**config.mk**
```make
export PLATFORM = sky130hd
export DESIGN_NAME = intc_top
export DESIGN_NICKNAME = d
export VERILOG_FILES = /design/src/rtl/intc_pkg.sv /design/src/rtl/intc_cfg.sv /design/src/rtl/intc_arb.sv /design/src/rtl/intc_vec.sv /design/src/rtl/intc_top.sv
export SDC_FILE = /design/constraint.sdc
export NUM_CORES = 1
export LEC_CHECK = 0
export BUFFER_PORTS_ARGS = -buffer_cell sky130_fd_sc_hd__buf_2
export CAP_MARGIN = 20
export CORE_MARGIN = 10
export CORE_UTILIZATION = 41
export CTS_BUF_LIST = sky130_fd_sc_hd__clkbuf_16
export DETAILED_ROUTE_END_ITERATION = 10
export PLACE_DENSITY = 0.58
export SLEW_MARGIN = 30
export SYNTH_ARGS = -nofsm -noshare
export SYNTH_HDL_FRONTEND = slang
export SYNTH_HIERARCHICAL = 1
export SYNTH_SLANG_ARGS = --single-unit
```
**constraint.sdc**
```tcl
create_clock -name clk -period 4 [get_ports clk]
set_clock_uncertainty 0.05 [all_clocks]
set_input_delay 0.6 -clock clk [delete_from_list [all_inputs] [get_ports clk]]
set_output_delay 0.6 -clock clk [all_outputs]
set_load 0.02 [all_outputs]
```
**src/rtl/intc_pkg.sv**
```systemverilog
package intc_pkg;
  typedef enum logic [1:0] {
    LVL_NONE = 2'd0,
    LVL_LOW  = 2'd1,
    LVL_HIGH = 2'd2,
    LVL_TRAP = 2'd3
  } lvl_e;
endpackage

```
**src/rtl/intc_cfg.sv**
```systemverilog
module intc_cfg #(
  parameter int N_SRC = 64,
  parameter int VEC_W = 16,
  localparam int IDX_W = (N_SRC > 1) ? $clog2(N_SRC) : 1
) (
  input  logic             clk,
  input  logic             rst,
  input  logic             cfg_we,
  input  logic [IDX_W-1:0] cfg_idx,
  input  logic             cfg_en,
  input  logic             cfg_pri,
  input  logic             base_we,
  input  logic [VEC_W-1:0] base_data,
  output logic [N_SRC-1:0] en_o,
  output logic [N_SRC-1:0] pri_o,
  output logic [VEC_W-1:0] base_o
);
  logic [N_SRC-1:0] en_q, pri_q;
  logic [VEC_W-1:0] base_q;

  for (genvar g = 0; g < N_SRC; g++) begin : g_src
    always_ff @(posedge clk) begin
      if (rst) begin
        en_q[g]  <= 1'b0;
        pri_q[g] <= 1'b0;
      end else if (cfg_we && (cfg_idx == IDX_W'(g))) begin
        en_q[g]  <= cfg_en;
        pri_q[g] <= cfg_pri;
      end
    end
  end

  always_ff @(posedge clk) begin
    if (rst)          base_q <= '0;
    else if (base_we) base_q <= base_data;
  end

  assign en_o   = en_q;
  assign pri_o  = pri_q;
  assign base_o = base_q;
endmodule

```
**src/rtl/intc_arb.sv**
```systemverilog
module intc_arb
  import intc_pkg::*;
#(
  parameter int N_SRC = 64,
  localparam int SN_W = $clog2(N_SRC + 2)
) (
  input  logic [1:0]       trap,
  input  logic [N_SRC-1:0] pend,
  input  logic [N_SRC-1:0] pri,
  output lvl_e             lvl_o,
  output logic [SN_W-1:0]  src_o
);
  logic            hi_hit, lo_hit;
  logic [SN_W-1:0] hi_src, lo_src;

  // scan downwards so the lowest index is written last and wins
  always_comb begin
    hi_hit = 1'b0;
    lo_hit = 1'b0;
    hi_src = '0;
    lo_src = '0;
    for (int i = N_SRC - 1; i >= 0; i--) begin
      if (pend[i] && pri[i]) begin
        hi_hit = 1'b1;
        hi_src = SN_W'(i + 2);
      end
      if (pend[i] && !pri[i]) begin
        lo_hit = 1'b1;
        lo_src = SN_W'(i + 2);
      end
    end
  end

  always_comb begin
    if (trap[0]) begin
      lvl_o = LVL_TRAP; src_o = SN_W'(0);
    end else if (trap[1]) begin
      lvl_o = LVL_TRAP; src_o = SN_W'(1);
    end else if (hi_hit) begin
      lvl_o = LVL_HIGH; src_o = hi_src;
    end else if (lo_hit) begin
      lvl_o = LVL_LOW;  src_o = lo_src;
    end else begin
      lvl_o = LVL_NONE; src_o = '0;
    end
  end
endmodule

```
**src/rtl/intc_vec.sv**
```systemverilog
module intc_vec #(
  parameter int VEC_W = 16,
  parameter int SN_W  = 7
) (
  input  logic [VEC_W-1:0] base,
  input  logic [SN_W-1:0]  src,
  output logic [VEC_W-1:0] addr
);
  logic [VEC_W-1:0] offs;
  assign offs = VEC_W'({src, 1'b0});
  assign addr = base + offs;
endmodule

```
**src/rtl/intc_top.sv**
```systemverilog
module intc_top
  import intc_pkg::*;
#(
  parameter int N_SRC = 64,
  parameter int VEC_W = 16,
  localparam int IDX_W = (N_SRC > 1) ? $clog2(N_SRC) : 1,
  localparam int SN_W  = $clog2(N_SRC + 2)
) (
  input  logic             clk,
  input  logic             rst,
  input  logic [N_SRC-1:0] irq_i,
  input  logic [1:0]       trap_i,
  input  logic             cfg_we,
  input  logic [IDX_W-1:0] cfg_idx,
  input  logic             cfg_en,
  input  logic             cfg_pri,
  input  logic             base_we,
  input  logic [VEC_W-1:0] base_data,
  input  logic [1:0]       core_lvl_i,
  input  logic             wait_i,
  input  logic             stop_i,
  output logic             core_irq_o,
  output logic [VEC_W-1:0] vec_o,
  output logic             wake_o
);
  logic [N_SRC-1:0] en, pri;
  logic [VEC_W-1:0] base;

  intc_cfg #(.N_SRC(N_SRC), .VEC_W(VEC_W)) u_cfg (
    .clk(clk), .rst(rst),
    .cfg_we(cfg_we), .cfg_idx(cfg_idx), .cfg_en(cfg_en), .cfg_pri(cfg_pri),
    .base_we(base_we), .base_data(base_data),
    .en_o(en), .pri_o(pri), .base_o(base)
  );

  // stage 1: sample qualified requests
  logic [N_SRC-1:0] s1_pend_q;
  logic [1:0]       s1_trap_q;
  always_ff @(posedge clk) begin
    if (rst) begin
      s1_pend_q <= '0;
      s1_trap_q <= '0;
    end else begin
      s1_pend_q <= irq_i & en;
      s1_trap_q <= trap_i;
    end
  end

  lvl_e            win_lvl;
  logic [SN_W-1:0] win_src;
  intc_arb #(.N_SRC(N_SRC)) u_arb (
    .trap(s1_trap_q), .pend(s1_pend_q), .pri(pri),
    .lvl_o(win_lvl), .src_o(win_src)
  );

  logic [VEC_W-1:0] win_addr;
  intc_vec #(.VEC_W(VEC_W), .SN_W(SN_W)) u_vec (
    .base(base), .src(win_src), .addr(win_addr)
  );

  logic pass, any_pend;
  assign pass     = (win_lvl > core_lvl_i);
  assign any_pend = (|s1_pend_q) | (|s1_trap_q);

  // stage 2: registered outputs
  logic             irq_q, wake_q;
  logic [VEC_W-1:0] vec_q;
  always_ff @(posedge clk) begin
    if (rst) begin
      irq_q  <= 1'b0;
      vec_q  <= '0;
      wake_q <= 1'b0;
    end else begin
      irq_q  <= pass;
      vec_q  <= pass ? win_addr : '0;
      wake_q <= (wait_i | stop_i) & any_pend;
    end
  end

  assign core_irq_o = irq_q;
  assign vec_o      = vec_q;
  assign wake_o     = wake_q;
endmodule

```
==> results of run 1 <==
## stage by stage
stage	util	setup slack, ps	hold WS [ps]	cell area (um2)	power (uW)
floorplan	-	488	360	11500	2530
global placement	0.459	179	366	12700	2650
detailed placement	0.460	78.6	369	12700	2650
CTS	0.486	71.0	222	13500	4800
global route	0.491	4.77	226	13600	4910
finish	0.491	179	235	13600	4760
## power groups by stage
stage          combinational, uW  clock (uW)  sequential (uW)
6_report                     287        2160             2310
5_1_grt                      312        2280             2320
4_1_cts                      287        2200             2310
3_5_place_dp                 286           0             2360
3_3_place_gp                 284           0             2360
2_1_floorplan                160           0             2370
## worst min path at each step
stage,startpoint,endpoint,slack (ps),cells past startpoint
after CTS,irq_i[48],s1_pend_q[48]$_SDFF_PP0_,220,3
after global placement,u_cfg/en_o[56]$_SDFFE_PP0P_,s1_pend_q[56]$_SDFF_PP0_,370,2
after detailed placement,u_cfg/en_o[48]$_SDFFE_PP0P_,s1_pend_q[48]$_SDFF_PP0_,370,2
final,irq_i[20],s1_pend_q[20]$_SDFF_PP0_,230,3
after global routing,irq_i[48],s1_pend_q[48]$_SDFF_PP0_,230,3
after floorplan,u_cfg/en_o[0]$_SDFFE_PP0P_,s1_pend_q[0]$_SDFF_PP0_,360,2
## layer usage
layer  vias to the layer above  part of all wire  GRT usage
met5                         -                 0          0
met4                         0             0.026     0.0492
met3                        47             0.048     0.0321
met2                       217              0.46      0.310
met1                      4590              0.47      0.250
li1                       4811                 -          -
## timing repair
item                       CTS  global route
resized for setup            0            24
setup endpoints to repair    0             8
hold buffers                 0             0
## registers in the layout, summed over array words and instances, names as in the netlist
| signal | cells |
|---|---|
| core_irq_o | 1 |
| s1_pend_q | 64 |
| s1_trap_q | 2 |
| u_cfg/base_o | 16 |
| u_cfg/en_o | 64 |
| u_cfg/pri_o | 64 |
| vec_o | 16 |
| wake_o | 1 |
## critical path, stage by stage, from the launching register on
cell and delay, ps:
dfxtp_1 360, a22oi_1 230, buf_4 170, nand4_2 170, nor4_4 290, nand4_2 180
a31o_1 250, or3_1 360, a21boi_2 220, ha_1 310, and3_2 250, a2111oi_4 310
buf_4 190, a211oi_1 80, xor2_1 160, and2_1 140
## layout make-up
type	count	area, um2
Fill cell	2703	14100
Multi-Input combinational cell	998	6840
Sequential cell	228	4570
Timing Repair Buffer	166	961
Clock buffer	25	626
Tap cell	378	473
Clock inverter	19	121
Inverter	9	33.8
## cells in the final DEF (no fill, tap or decap), types with 5 or more instances in the layout
cell type,n
o2111ai_1,5
clkinv_1,5
a22oi_1,17
a32o_1,5
a22oi_2,9
nor3_1,8
nand2_1,193
a31oi_1,7
xor2_1,7
clkinv_2,5
clkbuf_16,25
mux2i_1,144
a21boi_0,8
a211oi_1,8
nand3_1,15
a22oi_4,6
o31ai_1,7
o21ai_0,17
nor4_1,19
nor2b_1,58
nor2_1,119
nand4_1,14
and2_1,20
a32oi_1,5
nor4_2,5
nor4_4,7
ha_1,9
a21oi_1,24
buf_2,114
o211ai_1,5
dfxtp_1,226
buf_4,52
xnor2_1,5
nand2b_1,150
inv_1,13
## logic make-up (layout without fill, tap and decap cells)
family / after synthesis / in the layout / share of synthesized area
buffers and inverters: 62 / 219 / 0.0230
AOI/OAI and AO/OA: 174 / 174 / 0.124
muxes: 144 / 144 / 0.125
xor gates and xnor gates: 12 / 12 / 0.00914
and+or+nand+nor: 658 / 658 / 0.310
adders and majority gates: 10 / 10 / 0.0115
DFF: 228 / 228 / 0.397
==> results_dict.tcl, run 1 <==
set metrics [dict create \
    syn-num-nets 1396 \
    worst_slew_margin_rel 0.402 \
    tightest_slew_ps 895 \
    drt_first_pass_iters 5 \
    yosys-top-cells-area "dfxtp_1 (40%), mux2i_1 (13%), nand2b_1 (8.3%)" \
    drtIter0Drc 695 \
    synth_common_cells "dfxtp_1 (228), nand2_1 (193), nand2b_1 (152), mux2i_1 (144), nor2_1 (119)" \
    htree_levels 1 \
    irDropWorstVdd_mv 0.276 \
    yosysTopAreaCell "dfxtp_1" \
    hold_violations 0 \
    worstPathMaxFanout 5 \
    start_util 0.415 \
    grt_pass1_vias 9637 \
    drive_gt1_frac 0.183 \
    p_int_uw 3610 \
    hp-class "in2reg" \
    seqPwrFrac 0.486 \
    yosysWarnings 6 \
    ant_nets 0 \
    die_height_um 187 \
    fmax_mhz 262 \
    pwr-share-clk 0.453 \
    synthFlopType "dfxtp_1" \
    power.net_switching_uw 1140 \
    period_needed_ps 3820 \
    instances_no_fill 1823 \
    dp_cells 1779 \
    cts_tree "built" \
    clock-sinks 228 \
    swShare 0.241 \
    cp-end-kind "flop" \
    cp-start-kind "flop" \
    rsz0062_at_grt "no" \
    finalNetCount 1536 \
    setup_viol 0 \
    cp-endpoint "vec_o[10]$_SDFF_PP0_" \
    ctsLongestPathBuffers 3 \
    grt_max_degree 80 \
    async_reset_ff_frac 0 \
    fin_tns_setup_ps 0 \
    numCtsBuffers 25 \
    core_um2 27700 \
    design.die.area_um2 35100 \
    yosysMostFrequentCell "dfxtp_1" \
    vias 9665 \
    diodes 0 \
    slew_violations 0 \
    worstReg2RegEnd "vec_o[10]$_SDFF_PP0_" \
    dpl.hpwl_mm 25.8 \
    synthCells 1288 \
    rrSetupSlack_ps 180 \
    antenna_found_initial 0 \
    post-cts-setup-buffers 0 \
    required_ps 4380 \
    clkSlewWorstSetupHoldPaths_ps 60 \
    critPathKind "reg2reg" \
    worstRegToRegCells 15 \
    grt_overflow 0 \
    grt_pass1_wl_mm 53.9 \
    port_buffers 115 \
    powerDensity_nw_per_um2 349 \
    power_frac_comb 0.060 \
    outcome "finished clean" \
    viasPerCell 5.30 \
    finalCritPeriodShare 0.955 \
    synth_top_area_frac 0.397 \
    critPathArrivalTime_ps 4200 \
    gp_congestion 0.916 \
    grt_usage 0.189 \
    fp-row-count 61 \
    yosysSeqAreaShare 0.397 \
    maxCapViolCount 0 \
    cts-root-buf "clkbuf_16" \
    die_w_um 187 \
    avgSynthCellArea_um2 8.93 \
    clk_latency_ps 530 \
    wire_per_inst_um 19.1 \
    ys_types 90 \
    synth_area_um2 11500 \
    synth_seq_cells 228 \
    leakage_uw 0.00641 \
    area_growth_pct 18.4 \
    synth_edf_count 0 \
    r2r-start "s1_pend_q[9]$_SDFF_PP0_" \
    ios 116 \
    drcViolationCount 0 \
    critPathLaunch "s1_pend_q[9]$_SDFF_PP0_" \
    wirelength_mm 34.9 \
]
(Power assumes the default switching activity.)
==> run 2: changes to the inputs <==
--- a/config.mk
+++ b/config.mk
@@ -5,6 +5,7 @@
 export SDC_FILE = /design/constraint.sdc
 export NUM_CORES = 1
 export LEC_CHECK = 0
+export ABC_AREA = 1
 export BUFFER_PORTS_ARGS = -buffer_cell sky130_fd_sc_hd__buf_2
 export CAP_MARGIN = 20
 export CORE_MARGIN = 10
@@ -12,6 +13,7 @@
 export CTS_BUF_LIST = sky130_fd_sc_hd__clkbuf_16
 export DETAILED_ROUTE_END_ITERATION = 10
 export PLACE_DENSITY = 0.58
+export RECOVER_POWER = 25
 export SLEW_MARGIN = 30
 export SYNTH_ARGS = -nofsm -noshare
 export SYNTH_HDL_FRONTEND = slang
==> run 2 against run 1 <==
- the flow now finishes with violations (capacitance limit, setup timing)
- global-route usage grew 2.4 points
- die area shrank 0.80%
- total power grew 6.4%
- critical path type unchanged
- critical endpoint is now vec_o[11]$_SDFF_PP0_
==> results_dict.tcl, run 2 <==
set metrics [dict create \
    synthCells 1898 \
    dpl.hpwl_mm 28.8 \
    grtUsageMet2 0.347 \
    drcViolationCount 0 \
    final_cell_area_um2 13700 \
    syn-num-nets 2006 \
    worstReg2RegEnd "vec_o[11]$_SDFF_PP0_" \
    yosysSeqAreaShare 0.401 \
    yosysMostFrequentCell "nand2_1" \
    irDropWorstVdd_mv 0.288 \
    use_met3 0.0378 \
    port_buffers 115 \
    dpl-instance-area_um2 12700 \
    grt_max_degree 63 \
    hp-class "in2reg" \
    gr-usage-met1 0.280 \
    cp_num_buf_inv 3 \
    worst_slew_margin_rel 0.00965 \
    fin_tns_setup_ps -14670 \
    ant_nets 0 \
    slew_violations 0 \
    area_growth_pct 20.1 \
    cp-end-kind "flop" \
    wirelength_mm 38.4 \
    whs_endpoint "s1_trap_q[1]$_SDFF_PP0_" \
    cts-root-buf "clkbuf_16" \
    start_util 0.419 \
    synth_seq_cells 228 \
    leakage_uw 0.00668 \
    min_from "trap_i[1]" \
    grt_overflow 0 \
    top_usage_layer "met2" \
    period_needed_ps 5110 \
    pwr-share-clk 0.459 \
    cpPeakStageDelay_ps 370 \
    fmax_mhz 196 \
    synth_top_area_frac 0.401 \
    critPathKind "reg2reg" \
    hold_depth 3 \
    maxCapViolCount 1 \
    seqPwrFrac 0.460 \
    whs_ps 223 \
    grt_usage 0.212 \
    clkSlewWorstSetupHoldPaths_ps 60 \
    wire_per_inst_um 15.7 \
    slowest_stage "fa_2" \
    tightest_slew_ps 1480 \
    clk_latency_ps 540 \
    design.die.area_um2 34900 \
    outcome "finished, violations left" \
    avgSynthCellArea_um2 6.00 \
    worstRegToRegCells 80 \
    power.net_switching_uw 1280 \
    antenna_found_initial 0 \
    violations "capacitance limit, setup timing" \
    gp_congestion 0.944 \
    numCtsBuffers 26 \
    synth_edf_count 0 \
    power_frac_comb 0.081 \
    power_uw 5060 \
    setup_viol 15 \
    htree_levels 1 \
    finalNetCount 2162 \
    layout_common_cells "nand2_1 (616), nor2_1 (601), dfxtp_1 (224)" \
    grt_pass1_wl_mm 59.9 \
    yosysWarnings 6 \
    p_int_uw 3780 \
    ys_types 36 \
    drtIter0Drc 857 \
    required_ps 4370 \
    fin_ws_ps -1110 \
    hold_violations 0 \
    rrSetupSlack_ps -1110 \
    instances_no_fill 2447 \
    yosysTopAreaCell "dfxtp_1" \
    fp-row-count 60 \
    synth_area_um2 11400 \
    mostFrequentLayoutCell "nand2_1" \
    ctsHoldBuffers 0 \
    ios 116 \
    clock-sinks 228 \
    r2r-start "s1_pend_q[63]$_SDFF_PP0_" \
    die_w_um 187 \
    synth_common_cells "nand2_1 (632), nor2_1 (608), dfxtp_1 (228), nand3_1 (144), inv_1 (126)" \
    yosys-top-cells-area "dfxtp_1 (40%), nand2_1 (21%), nor2_1 (20%)" \
    dp_cells 2389 \
    drive_gt1_frac 0.141 \
    drt_first_pass_iters 5 \
    cts_tree "built" \
    synthFlopType "dfxtp_1" \
    crit_top_cell "nand2_1" \
    finalCritPeriodShare 1.28 \
    ctsLongestPathBuffers 3 \
    swShare 0.254 \
    async_reset_ff_frac 0 \
    viasPerCell 4.78 \
    worstPathMaxFanout 3 \
    powerDensity_nw_per_um2 370 \
    critPathArrivalTime_ps 5480 \
    cp-start-kind "flop" \
    grt_pass1_vias 10991 \
    core_um2 27200 \
    cpLargestDelayFamily "simple AND/OR/NAND/NOR gates" \
    rsz0062_at_grt "yes" \
    vias 11690 \
    die_height_um 187 \
]
run 2: changes by cell type in the layout (fill, tap and decap cells not counted), moves of 112 or more:
cell	delta
nand2b_1	-150
nand2_1	+423
nand3_1	+125
nor2_1	+482
inv_1	+112
mux2i_1	-144
run 2: cells by family (layout without fill, tap and decap cells):
logic type                 after synthesis  count (layout)  synth area share
buffers and inverters                  189             365            0.0669
other                                    0               1                 0
and+or+nand+nor                       1419            1419             0.493
adders and majority gates               10              10            0.0116
AOI/OAI and AO/OA                       47              47            0.0236
DFF                                    228             228             0.401
xor gates and xnor gates                 5               5           0.00384
run 2: per-layer routing:
| layer | vias up | share of wire |
|---|---|---|
| met1 | 5166 | 0.45 |
| met5 | - | 0 |
| met3 | 67 | 0.069 |
| met2 | 339 | 0.45 |
| li1 | 6118 | - |
| met4 | 0 | 0.029 |
run 2: worst register-to-register path: cells and delay by family, from the launching register on:
kind                     cells  cell delay [ps]
AND/OR/NAND/NOR             75             3960
adder cells (fa/ha/maj)      2              520
buffers and inverters        3              130
flip-flops                   1              330
run 2: power by group through the flow:
stage,combinational [uW],clock [uW],sequential [uW]
2_1_floorplan,236,0,2380
3_3_place_gp,397,0,2380
3_5_place_dp,400,0,2380
4_1_cts,405,2370,2330
5_1_grt,454,2460,2330
6_report,411,2320,2330
run 2: worst max path at each step:
stage / from / to / slack, ps / depth (start not counted)
global route: u_cfg/pri_o[62]$_SDFFE_PP0P_ / vec_o[11]$_SDFF_PP0_ / -1770 / 80
finish: s1_pend_q[63]$_SDFF_PP0_ / vec_o[11]$_SDFF_PP0_ / -1110 / 80
detailed placement: u_cfg/pri_o[63]$_SDFFE_PP0P_ / vec_o[11]$_SDFF_PP0_ / -1120 / 80
floorplan: s1_pend_q[63]$_SDFF_PP0_ / vec_o[13]$_SDFF_PP0_ / -460 / 79
CTS: u_cfg/pri_o[63]$_SDFFE_PP0P_ / vec_o[13]$_SDFF_PP0_ / -1060 / 79
global placement: u_cfg/pri_o[63]$_SDFFE_PP0P_ / vec_o[11]$_SDFF_PP0_ / -1080 / 80
run 2: area by class of cell:
cell class,count,area [um2]
Antenna cell,1,2.50
Sequential cell,228,4570
Multi-Input combinational cell,1481,6210
Timing Repair Buffer,184,1120
Clock inverter,21,154
Fill cell,2949,13500
Clock buffer,27,676
Inverter,133,500
Tap cell,372,465
run 2: repair_timing:
action | in CTS | in global routing
resized for setup | 22 | 18
gates cloned | 0 | 0
pin swaps | 13 | 18
hold endpoints to repair | 0 | 0
buffers inserted | 5 | 4
setup endpoints to repair | 15 | 15
run 2: through the flow:
step                utilization  setup WS, ps
detailed placement        0.466         -1120
finish                    0.504         -1110
global route              0.504         -1770
CTS                       0.500         -1060
global placement          0.466         -1080
floorplan                     -          -462
